`src/rtl/sdfs_pkg.sv`:
```
package sdfs_pkg;

  typedef enum logic [1:0] {
    ST_IDLE = 2'd0,
    ST_RUN  = 2'd1,
    ST_HOLD = 2'd2
  } sdfs_state_e;

  // Odd-integer symbol value for constellation index idx out of sqm points.
  function automatic int sdfs_sym(input int idx, input int sqm);
    return 2 * idx - sqm + 1;
  endfunction

endpackage

```
`src/rtl/sdfs_store.sv`:
```
module sdfs_store #(
  parameter int LEVELS = 4,
  parameter int W      = 8,
  localparam int LW    = $clog2(LEVELS),
  localparam int CW    = $clog2(LEVELS + 1)
) (
  input  logic                                  clk,
  input  logic                                  rst_n,
  input  logic                                  wr_en,
  input  logic [LW-1:0]                         wr_row,
  input  logic [CW-1:0]                         wr_col,
  input  logic [W-1:0]                          wr_data,
  output logic [LEVELS-1:0][LEVELS-1:0][W-1:0]  r_o,
  output logic [LEVELS-1:0][W-1:0]              y_o
);

  for (genvar gr = 0; gr < LEVELS; gr++) begin : g_row
    logic [W-1:0] yq;

    always_ff @(posedge clk or negedge rst_n) begin
      if (!rst_n) yq <= '0;
      else if (wr_en && wr_row == LW'(gr) && wr_col == CW'(LEVELS)) yq <= wr_data;
    end
    assign y_o[gr] = yq;

    for (genvar gc = 0; gc < LEVELS; gc++) begin : g_col
      if (gc >= gr) begin : g_keep
        logic [W-1:0] cell_q;
        always_ff @(posedge clk or negedge rst_n) begin
          if (!rst_n) cell_q <= '0;
          else if (wr_en && wr_row == LW'(gr) && wr_col == CW'(gc)) cell_q <= wr_data;
        end
        assign r_o[gr][gc] = cell_q;
      end else begin : g_zero
        assign r_o[gr][gc] = '0;
      end
    end
  end

endmodule

```
`src/rtl/sdfs_enum.sv`:
```
module sdfs_enum #(
  parameter int SQM  = 4,
  parameter int W    = 8,
  parameter int BW   = 14,
  parameter int EW   = 15,
  localparam int IW  = $clog2(SQM),
  localparam int SW  = IW + 1
) (
  input  logic signed [BW-1:0] b_i,
  input  logic signed [W-1:0]  rdiag_i,
  input  logic                 fresh_i,
  input  logic [IW-1:0]        lo_i,
  input  logic [IW-1:0]        hi_i,
  output logic                 has_o,
  output logic [IW-1:0]        pick_o,
  output logic [IW-1:0]        lo_o,
  output logic [IW-1:0]        hi_o
);

  function automatic logic signed [SW-1:0] sym_at(input logic [IW-1:0] i);
    return SW'(sdfs_pkg::sdfs_sym(int'(i), SQM));
  endfunction

  function automatic logic [EW-1:0] dist_at(input logic [IW-1:0] i);
    logic signed [EW-1:0] e;
    e = EW'(b_i) - EW'(rdiag_i) * EW'(sym_at(i));
    return (e < 0) ? EW'(-e) : EW'(e);
  endfunction

  logic [IW-1:0]        near_idx;
  logic signed [BW-1:0] thr;
  logic                 lo_ok, hi_ok;
  logic [EW-1:0]        dl, dh;

  // Nearest point without division: count midpoints r*(2j-SQM) below b.
  always_comb begin
    near_idx = '0;
    thr      = '0;
    for (int j = 1; j < SQM; j++) begin
      thr = BW'(rdiag_i) * BW'(2 * j - SQM);
      if (b_i > thr) near_idx = near_idx + IW'(1);
    end
  end

  assign lo_ok = (lo_i != '0);
  assign hi_ok = (hi_i != IW'(SQM - 1));
  assign dl    = dist_at(lo_i - IW'(1));
  assign dh    = dist_at(hi_i + IW'(1));

  always_comb begin
    has_o  = 1'b1;
    pick_o = near_idx;
    lo_o   = near_idx;
    hi_o   = near_idx;
    if (!fresh_i) begin
      lo_o = lo_i;
      hi_o = hi_i;
      if (lo_ok && (!hi_ok || dl <= dh)) begin
        pick_o = lo_i - IW'(1);
        lo_o   = lo_i - IW'(1);
      end else if (hi_ok) begin
        pick_o = hi_i + IW'(1);
        hi_o   = hi_i + IW'(1);
      end else begin
        has_o  = 1'b0;
        pick_o = lo_i;
      end
    end
  end

endmodule

```
`src/rtl/sdfs_metric.sv`:
```
module sdfs_metric #(
  parameter int LEVELS = 4,
  parameter int SQM    = 4,
  parameter int W      = 8,
  parameter int BW     = 14,
  parameter int EW     = 15,
  parameter int MW     = 33,
  localparam int IW    = $clog2(SQM),
  localparam int SW    = IW + 1,
  localparam int LW    = $clog2(LEVELS)
) (
  input  logic [LEVELS-1:0][LEVELS-1:0][W-1:0] r_i,
  input  logic [LEVELS-1:0][W-1:0]             y_i,
  input  logic [LEVELS-1:0][IW-1:0]            path_i,
  input  logic [LW-1:0]                        lvl_i,
  input  logic [IW-1:0]                        cand_i,
  input  logic [MW-1:0]                        tprev_i,
  input  logic                                 max_mode_i,
  output logic signed [BW-1:0]                 b_o,
  output logic signed [W-1:0]                  rdiag_o,
  output logic [MW-1:0]                        tnew_o
);

  function automatic logic signed [SW-1:0] sym_at(input logic [IW-1:0] i);
    return SW'(sdfs_pkg::sdfs_sym(int'(i), SQM));
  endfunction

  logic signed [BW-1:0] acc;
  logic signed [EW-1:0] e;
  logic [EW-1:0]        mag;
  logic [2*EW-1:0]      sq;

  // Interference from the symbols already fixed above this level.
  always_comb begin
    acc = BW'($signed(y_i[lvl_i]));
    for (int j = 0; j < LEVELS; j++) begin
      if (j > int'(lvl_i))
        acc = acc - BW'($signed(r_i[lvl_i][j])) * BW'(sym_at(path_i[j]));
    end
  end

  assign b_o     = acc;
  assign rdiag_o = $signed(r_i[lvl_i][lvl_i]);
  assign e       = EW'(acc) - EW'(rdiag_o) * EW'(sym_at(cand_i));
  assign mag     = (e < 0) ? EW'(-e) : EW'(e);
  assign sq      = (2*EW)'(mag) * (2*EW)'(mag);

  always_comb begin
    if (max_mode_i) tnew_o = (tprev_i > MW'(mag)) ? tprev_i : MW'(mag);
    else            tnew_o = tprev_i + MW'(sq);
  end

endmodule

```
`src/rtl/sphere_dfs_core.sv`:
```
module sphere_dfs_core #(
  parameter int NT   = 2,
  parameter int SQM  = 4,
  parameter int W    = 8,
  parameter int NBW  = 16,
  localparam int LEVELS = 2 * NT,
  localparam int LW  = $clog2(LEVELS),
  localparam int CW  = $clog2(LEVELS + 1),
  localparam int IW  = $clog2(SQM),
  localparam int SW  = IW + 1,
  localparam int BW  = W + SW + $clog2(LEVELS) + 1,
  localparam int EW  = BW + 1,
  localparam int MW  = 2 * EW + $clog2(LEVELS) + 1
) (
  input  logic                 clk,
  input  logic                 rst_n,
  input  logic                 in_valid,
  output logic                 in_ready,
  input  logic [LW-1:0]        in_row,
  input  logic [CW-1:0]        in_col,
  input  logic [W-1:0]         in_data,
  input  logic                 start,
  input  logic                 max_mode,
  input  logic [NBW-1:0]       budget,
  output logic                 out_valid,
  input  logic                 out_ready,
  output logic [LEVELS*SW-1:0] out_sym,
  output logic [MW-1:0]        out_metric,
  output logic                 out_found,
  output logic                 out_early,
  output logic                 done
);

  import sdfs_pkg::*;

  localparam logic [LW-1:0] TOP = LW'(LEVELS - 1);

  sdfs_state_e st;
  logic [LW-1:0]               lvl;
  logic                        fresh;
  logic [LEVELS-1:0][IW-1:0]   path, lo_q, hi_q, best;
  logic [LEVELS-1:0][MW-1:0]   tabove;
  logic [MW-1:0]               radius;
  logic                        found_q, early_q, mode_q, done_q;
  logic [NBW-1:0]              budget_q, cnt;

  logic [LEVELS-1:0][LEVELS-1:0][W-1:0] rmat;
  logic [LEVELS-1:0][W-1:0]             yvec;
  logic signed [BW-1:0] bval;
  logic signed [W-1:0]  rdiag;
  logic [MW-1:0]        tnew;
  logic                 has;
  logic [IW-1:0]        pick, lo_n, hi_n;

  logic at_top, at_leaf, hit, prune, go_up, take_leaf, finish;

  assign in_ready = (st == ST_IDLE);

  sdfs_store #(.LEVELS(LEVELS), .W(W)) u_store (
    .clk(clk), .rst_n(rst_n), .wr_en(in_valid && in_ready),
    .wr_row(in_row), .wr_col(in_col), .wr_data(in_data),
    .r_o(rmat), .y_o(yvec)
  );

  sdfs_metric #(.LEVELS(LEVELS), .SQM(SQM), .W(W), .BW(BW), .EW(EW), .MW(MW)) u_metric (
    .r_i(rmat), .y_i(yvec), .path_i(path), .lvl_i(lvl), .cand_i(pick),
    .tprev_i(tabove[lvl]), .max_mode_i(mode_q),
    .b_o(bval), .rdiag_o(rdiag), .tnew_o(tnew)
  );

  sdfs_enum #(.SQM(SQM), .W(W), .BW(BW), .EW(EW)) u_enum (
    .b_i(bval), .rdiag_i(rdiag), .fresh_i(fresh), .lo_i(lo_q[lvl]), .hi_i(hi_q[lvl]),
    .has_o(has), .pick_o(pick), .lo_o(lo_n), .hi_o(hi_n)
  );

  // Step decision for the current level.
  always_comb begin
    at_top    = (lvl == TOP);
    at_leaf   = (lvl == '0);
    hit       = has && (budget_q != '0) && (cnt + NBW'(1) == budget_q);
    prune     = has && (tnew >= radius);
    go_up     = !has || prune || at_leaf;
    take_leaf = has && !prune && at_leaf;
    finish    = (go_up && at_top) || hit;
  end

  always_ff @(posedge clk or negedge rst_n) begin
    if (!rst_n) begin
      st       <= ST_IDLE;
      lvl      <= '0;
      fresh    <= 1'b0;
      path     <= '0;
      lo_q     <= '0;
      hi_q     <= '0;
      best     <= '0;
      tabove   <= '0;
      radius   <= '1;
      found_q  <= 1'b0;
      early_q  <= 1'b0;
      mode_q   <= 1'b0;
      budget_q <= '0;
      cnt      <= '0;
      done_q   <= 1'b0;
    end else begin
      done_q <= 1'b0;
      unique case (st)
        ST_IDLE: begin
          if (start) begin
            st       <= ST_RUN;
            lvl      <= TOP;
            fresh    <= 1'b1;
            tabove   <= '0;
            radius   <= '1;
            found_q  <= 1'b0;
            early_q  <= 1'b0;
            cnt      <= '0;
            mode_q   <= max_mode;
            budget_q <= budget;
          end
        end
        ST_RUN: begin
          if (has) begin
            if (cnt != '1) cnt <= cnt + NBW'(1);
            path[lvl] <= pick;
            lo_q[lvl] <= lo_n;
            hi_q[lvl] <= hi_n;
          end
          if (take_leaf) begin
            radius  <= tnew;
            found_q <= 1'b1;
            best    <= path;
            best[0] <= pick;
          end
          if (finish) begin
            st      <= ST_HOLD;
            done_q  <= 1'b1;
            early_q <= hit;
          end else if (go_up) begin
            lvl   <= lvl + LW'(1);
            fresh <= 1'b0;
          end else begin
            lvl                  <= lvl - LW'(1);
            fresh                <= 1'b1;
            tabove[lvl - LW'(1)] <= tnew;
          end
        end
        ST_HOLD: begin
          if (out_ready) st <= ST_IDLE;
        end
        default: st <= ST_IDLE;
      endcase
    end
  end

  for (genvar k = 0; k < LEVELS; k++) begin : g_sym
    assign out_sym[k*SW +: SW] = SW'(sdfs_sym(int'(best[k]), SQM));
  end

  assign out_valid  = (st == ST_HOLD);
  assign out_metric = radius;
  assign out_found  = found_q;
  assign out_early  = early_q;
  assign done       = done_q;

endmodule

```
`config.mk`:
```
export PLATFORM = sky130hd
export DESIGN_NAME = sphere_dfs_core
export DESIGN_NICKNAME = d
export VERILOG_FILES = /design/src/rtl/sdfs_pkg.sv /design/src/rtl/sdfs_store.sv /design/src/rtl/sdfs_enum.sv /design/src/rtl/sdfs_metric.sv /design/src/rtl/sphere_dfs_core.sv
export SDC_FILE = /design/constraint.sdc
export NUM_CORES = 1
export LEC_CHECK = 0
export BUFFER_PORTS_ARGS = -buffer_cell sky130_fd_sc_hd__clkbuf_2
export CAP_MARGIN = 5
export CELL_PAD_IN_SITES_DETAIL_PLACEMENT = 0
export CELL_PAD_IN_SITES_GLOBAL_PLACEMENT = 1
export CORE_ASPECT_RATIO = 0.9
export CORE_UTILIZATION = 55
export CTS_BUF_LIST = sky130_fd_sc_hd__clkbuf_2 sky130_fd_sc_hd__clkbuf_4 sky130_fd_sc_hd__clkbuf_8
export DETAILED_ROUTE_END_ITERATION = 10
export PLACE_DENSITY = 0.86
export SLEW_MARGIN = 20
export SYNTH_ARGS = -nofsm -noshare
export SYNTH_HDL_FRONTEND = slang
export SYNTH_HIERARCHICAL = 1
export SYNTH_SLANG_ARGS = --single-unit
```
`constraint.sdc`:
```
create_clock -name clk -period 58.3 [get_ports clk]
set_input_delay 2.915 -clock clk [delete_from_list [all_inputs] [get_ports clk]]
set_output_delay 2.915 -clock clk [all_outputs]
set_load 0.01 [all_outputs]
```
; Word-level counts from Yosys, hierarchy flattened
; Index checks and enable logic that the tools add are counted.
; W data, S select, Z words.
[op_classes]
add_sub_neg = 38
multipliers = 7
n_lt_le_gt_ge = 16
eq_ne = 21
muxes = 72
reduce_logical = 51
[ops]
columns = op, count
row1 = $mux W132, 3
row2 = $pmux W132 S2, 1
row3 = $mux W33, 6
row4 = $bwmux W132, 1
row5 = $bmux W33 S2, 1
row6 = $demux W33 S2, 1
row7 = $mul A8 B3 Y11, 6
row8 = $pmux W33 S2, 1
row9 = $bmux W32 S2, 1
row10 = $mux W16, 3
row11 = $lt A15 B1 Y1 const B, 3
row12 = $mux W15, 3
row13 = $neg A15 Y15, 3
row14 = $sub A14 B11 Y15, 3
row15 = $mux W14, 3
row16 = $mux W2, 19
row17 = $add A33 B30 Y33, 1
row18 = $ge A33 B33 Y1, 1
row19 = $gt A33 B15 Y1, 1
row20 = $bmux W8 S2, 2
row21 = $mux W32, 1
row22 = $pmux W16 S2, 1
row23 = $add A3 B2 Y3 const B, 10
row24 = $mul A15 B15 Y30, 1
row25 = 43 further kinds, 129
[totals]
register_bits = 350
elab_cells = 249

; Longest topological paths before layout
[logic_depth]
word_depth = 34
depth_mapped = 106
ltp_nobuf = 99

; Hierarchy
; Netlist, hierarchy kept.
[modules_own_cells]
columns = module, instances, cells_per_inst, area_each_um2, seq_area_each_um2
row1 = sdfs_metric, 1, 1716, 14641.5, 0.0
row2 = sphere_dfs_core, 1, 1078, 12004.0, 5997.0
row3 = sdfs_enum, 1, 641, 4977.3, 0.0
row4 = sdfs_store, 1, 307, 4694.5, 2802.7

; Worst setup path after synthesis
; No wires, ideal clock.
[synth_path]
path_kind = reg-to-reg
from = register lvl[1]
to = register radius[10], in the netlist out_metric[10]
setup_ns = 0.089
t_arrival_ns = 24.293
path_slack_ns = 33.918
stages_incl_launch_ff = 100
cell_sequence = dfrtp_1 > buf_2 > buf_1 > clkbuf_1 > buf_1 > mux4_2 > and2_1 > ha_1 > fa_1 > fa_1 > inv_1 > ha_1 > o21ai_0 > a21boi_0 > o21ai_0 > a21boi_0 > o31ai_1 > fa_1 > [64 not listed] > a21o_1 > a2111oi_0 > o31ai_1 > a311oi_1 > o21ai_0 > a211oi_1 > a21oi_1 > xnor2_1 > o21ai_0 > ha_1 > nand4_1 > nor4_1 > a22oi_1 > nand3_1 > nor3_1 > clkbuf_1 > buf_1 > a21oi_1
[synth_via]
elab_chain_len = 33
[synth_lines]
columns = element, line_no
row1 = start: declaration, sphere_dfs_core.sv:39  ; logic [LW-1:0] lvl;
row2 = start signal: assignment, sphere_dfs_core.sv:139  ; lvl <= lvl + LW'(1);
row3 = start signal: assignment, sphere_dfs_core.sv:142  ; lvl <= lvl - LW'(1);
row4 = $bmux W32 S2, sdfs_metric.sv:38  ; acc = acc - BW'($signed(r_i[lvl_i][j])) * BW'(sym_at(path_i[j]));
row5 = $mux W32 (not written as such), sdfs_metric.sv:38
row6 = $mul A8 B3 Y11, sdfs_metric.sv:38
row7 = $sub A8 B11 Y12, sdfs_metric.sv:38
row8 = $mux W14, sdfs_metric.sv:37  ; if (j > int'(lvl_i))
row9 = $sub A14 B14 Y14, sdfs_metric.sv:38
row10 = $mux W14, sdfs_metric.sv:37
row11 = $sub A14 B14 Y14, sdfs_metric.sv:38
row12 = [1 not listed], --
row13 = net bval[13], sphere_dfs_core.sv:49  ; logic signed [BW-1:0] bval;
row14 = [8 not listed], --
row15 = net pick[0], sphere_dfs_core.sv:53  ; logic [IW-1:0] pick, lo_n, hi_n;
row16 = [8 not listed], --
row17 = $mux W33 (*), sdfs_metric.sv:49  ; if (max_mode_i) tnew_o = (tprev_i > MW'(mag)) ? tprev_i : MW'(mag);
row18 = net tnew[31], sphere_dfs_core.sv:51  ; logic [MW-1:0] tnew;
row19 = $ge A33 B33 Y1 (*), sphere_dfs_core.sv:81  ; prune = has && (tnew >= radius);
row20 = $logic_and A1 B1 Y1 (*), sphere_dfs_core.sv:81
row21 = $logic_not A1 Y1 (*), sphere_dfs_core.sv:83  ; take_leaf = has && !prune && at_leaf;
row22 = $logic_and A1 B1 Y1 (*) (2 in series), sphere_dfs_core.sv:83
row23 = $ne A2 B2 Y1 (no source line) (*), --
row24 = $reduce_and A3 Y1 (no source line) (*), --
row25 = end signal: assignment, sphere_dfs_core.sv:129  ; radius <= tnew;
row26 = end: declaration, sphere_dfs_core.sv:43  ; logic [MW-1:0] radius;
; The timed path passes the listed nets; every way through them passes the cells marked *. The select of a mux whose other input is x is not followed.
; A chain may end at the register's enable or synchronous reset.

; Worst setup path in the final report
[layout_path]
from = register lvl[1]
to = register tabove[58] (netlist bit)
[layout_via]
elab_chain_len = 34
[layout_lines]
columns = element, line_no
row1 = $bmux W32 S2, sdfs_metric.sv:38
row2 = $mux W32 (not written as such), sdfs_metric.sv:38
row3 = $mul A8 B3 Y11, sdfs_metric.sv:38
row4 = $sub A8 B11 Y12, sdfs_metric.sv:38
row5 = $mux W14, sdfs_metric.sv:37
row6 = $sub A14 B14 Y14, sdfs_metric.sv:38
row7 = $mux W14, sdfs_metric.sv:37
row8 = $sub A14 B14 Y14, sdfs_metric.sv:38
row9 = [1 not listed], --
row10 = net bval[13], sphere_dfs_core.sv:49
row11 = [8 not listed], --
row12 = net pick[0], sphere_dfs_core.sv:53
row13 = [9 not listed], --
row14 = net tnew[31], sphere_dfs_core.sv:51
row15 = $ge A33 B33 Y1 (*), sphere_dfs_core.sv:81
row16 = $logic_and A1 B1 Y1 (*), sphere_dfs_core.sv:81
row17 = $logic_or A1 B1 Y1 (*) (2 in series), sphere_dfs_core.sv:82  ; go_up = !has || prune || at_leaf;
row18 = $logic_and A1 B1 Y1, sphere_dfs_core.sv:84  ; finish = (go_up && at_top) || hit;
row19 = $logic_or A1 B1 Y1, sphere_dfs_core.sv:84
row20 = $ne A2 B2 Y1 (no source line), --
row21 = $reduce_and A4 Y1 (no source line) (*), --
row22 = end signal: indexed assignment, sphere_dfs_core.sv:144  ; tabove[lvl - LW'(1)] <= tnew;
row23 = end: declaration, sphere_dfs_core.sv:42  ; logic [LEVELS-1:0][MW-1:0] tabove;
; Marks and branches as above.

==> results.toml <==
[status]
status = "finished clean"

[sta]
rsz0062_at_grt = "no"
finalHoldViolCount = 0
tightest_slew_ps = 1090
setup_viol = 0
max_slew_margin = 0.275
min_period_ps = 28210
slew_viol_final = 0
period_share = 0.484
fin_tns_setup_ps = 0
worst_slack_ps = 30090
fin_skew_ps = 37.0
fmax_ghz = 0.0354

[placement]
gp_congestion = 0.892
buffer_ports.inserted = 80
hpwl_um = 67500
dp_cells = 4546
pre_cts_slack_ps = 30190

[worst_setup_path]
cpLargestDelayFamily = "adder cells"
worstSetupPathType = "reg2reg"
start_kind = "flop"
cp_num_buf_inv = 12
critPathRequiredTime_ps = 58800
slowest_delay_ps = 860
crit_path_end_kind = "flop"
crit_path_frequent_cell = "fa_1"
cp_slowest_cell = "nand4_4"
arrival_ps = 28710
cp_max_fo = 52

[hold_path]
hp-class = "reg2reg"

[routing]
wl_per_cell_um = 18.9
drtAntennaViolNets = 0
firstDrtPassIters = 5
viasPerCell = 5.63
drtIter0Drc = 1642
routed_wl_um = 87700
via_count = 26100
drc = 0

[die]
ioPinCount = 85
die_x_um = 272
row_count = 88
core_mm2 = 0.0644
initial_core_util = 0.560
die-height_um = 245
die_area_mm2 = 0.0666

[synth]
syn-cell-area_mm2 = 0.0361
syn_area_per_cell_um2 = 9.71
yosysWarnings = 6
postSynthCellCount = 3714

[cts]
worstSkewPairLatency_ps = 630
h-tree-depth = 2
cts_resized = 0
clockBufferDepth = 3
clkSinkCount = 348
clkTransAtPathRegs_ps = 70
ctsHoldBuffers = 0
cts_setup_buffers = 0
cts_tree = "yes"
cts_root_buf = "clkbuf_8"
cts_buffers = 52

[global_route]
grt-ovfl-total = 0
grt_max_degree = 171
grt_pass1_vias = 26200
track_usage = 0.269
antenna_found_initial = 2
grt_pass1_wl_um = 143000

[finish]
nNetsFinal = 4387
drive_above_1_share = 0.150
diodes = 0
fin_util = 0.592
stdcell_count = 4644
area.growth.synth_to_final_pct = 5.82

[flow_run]
maxCapViolations = 0
per-layer routing:
metal	global-route usage	share of wire	routed length (um)
met1	0.401	0.48	41700
met2	0.418	0.45	39200
met3	0.0414	0.060	5300
met4	0.0514	0.016	1400
met5	0	0	0
sequential cells by signal (all words and copies together), names as in the netlist, 2 cells and up:
register,cells
best,8
lvl,2
st,2
hi_q,8
lo_q,8
path,6
out_metric,33
u_store/g_row.yq,32
u_store/g_row.g_col.g_keep.cell_q,80
cnt,16
tabove,132
budget_q,16
layout by cell type (no fill, tap or decap), types with 10 or more instances in the layout:
cell type / count
o21a_1: 15
nor2b_1: 29
and3_1: 20
or3_1: 11
o41ai_1: 11
a211oi_1: 10
ha_1: 327
o21ai_0: 130
mux2i_1: 123
a31oi_1: 13
and2_1: 85
a21o_1: 47
nor2_1: 217
or2_2: 15
o22ai_1: 15
fa_1: 280
xor2_1: 72
inv_1: 540
mux4_2: 76
clkbuf_2: 79
nor4_1: 17
clkbuf_4: 15
o31ai_1: 24
o21bai_1: 12
nand2b_1: 19
xnor2_1: 94
nand2_1: 361
nand4_1: 28
o211ai_1: 16
a21oi_1: 163
clkbuf_8: 66
mux2_2: 137
nor3_1: 68
dfstp_2: 33
conb_1: 39
nand3_1: 31
buf_4: 26
o21ai_1: 10
dfrtp_1: 312
inv_2: 18
stage by stage:
stage,area [um2],hold slack [ps]
floorplan,36200,444
global placement,36900,465
detailed placement,36900,467
CTS,38200,485
global route,38200,496
finish,38200,482
path summary, 6_finish.rpt:
| kind | start | end | slack [ps] | cells past startpoint |
|---|---|---|---|---|
| hold / removal | tabove[104] | tabove[104] | 480 | 1 |
| hold reg to reg | tabove[104] | tabove[104] | 480 | 1 |
| setup reg to reg | lvl[1] | tabove[58] | 30090 | 95 |
| min in group asynchronous | rst_n | cnt[11] | 2350 | 1 |
| max in group asynchronous | rst_n | lvl[1] | 53870 | 3 |
| setup / recovery | lvl[1] | tabove[58] | 30090 | 95 |
layout make-up:
| type | count | area [um2] |
|---|---|---|
| multi-input cells | 2675 | 24400 |
| repair buffers | 108 | 637 |
| flip-flops and latches | 348 | 8760 |
| well taps | 855 | 1070 |
| clock inverters | 17 | 200 |
| inverters | 560 | 2100 |
| fillers | 5609 | 26200 |
| clock buffers | 81 | 1020 |
Power is left out: the tool's default activity adds up to more than one toggle a clock period on the data nets, which glitch-free logic cannot reach.
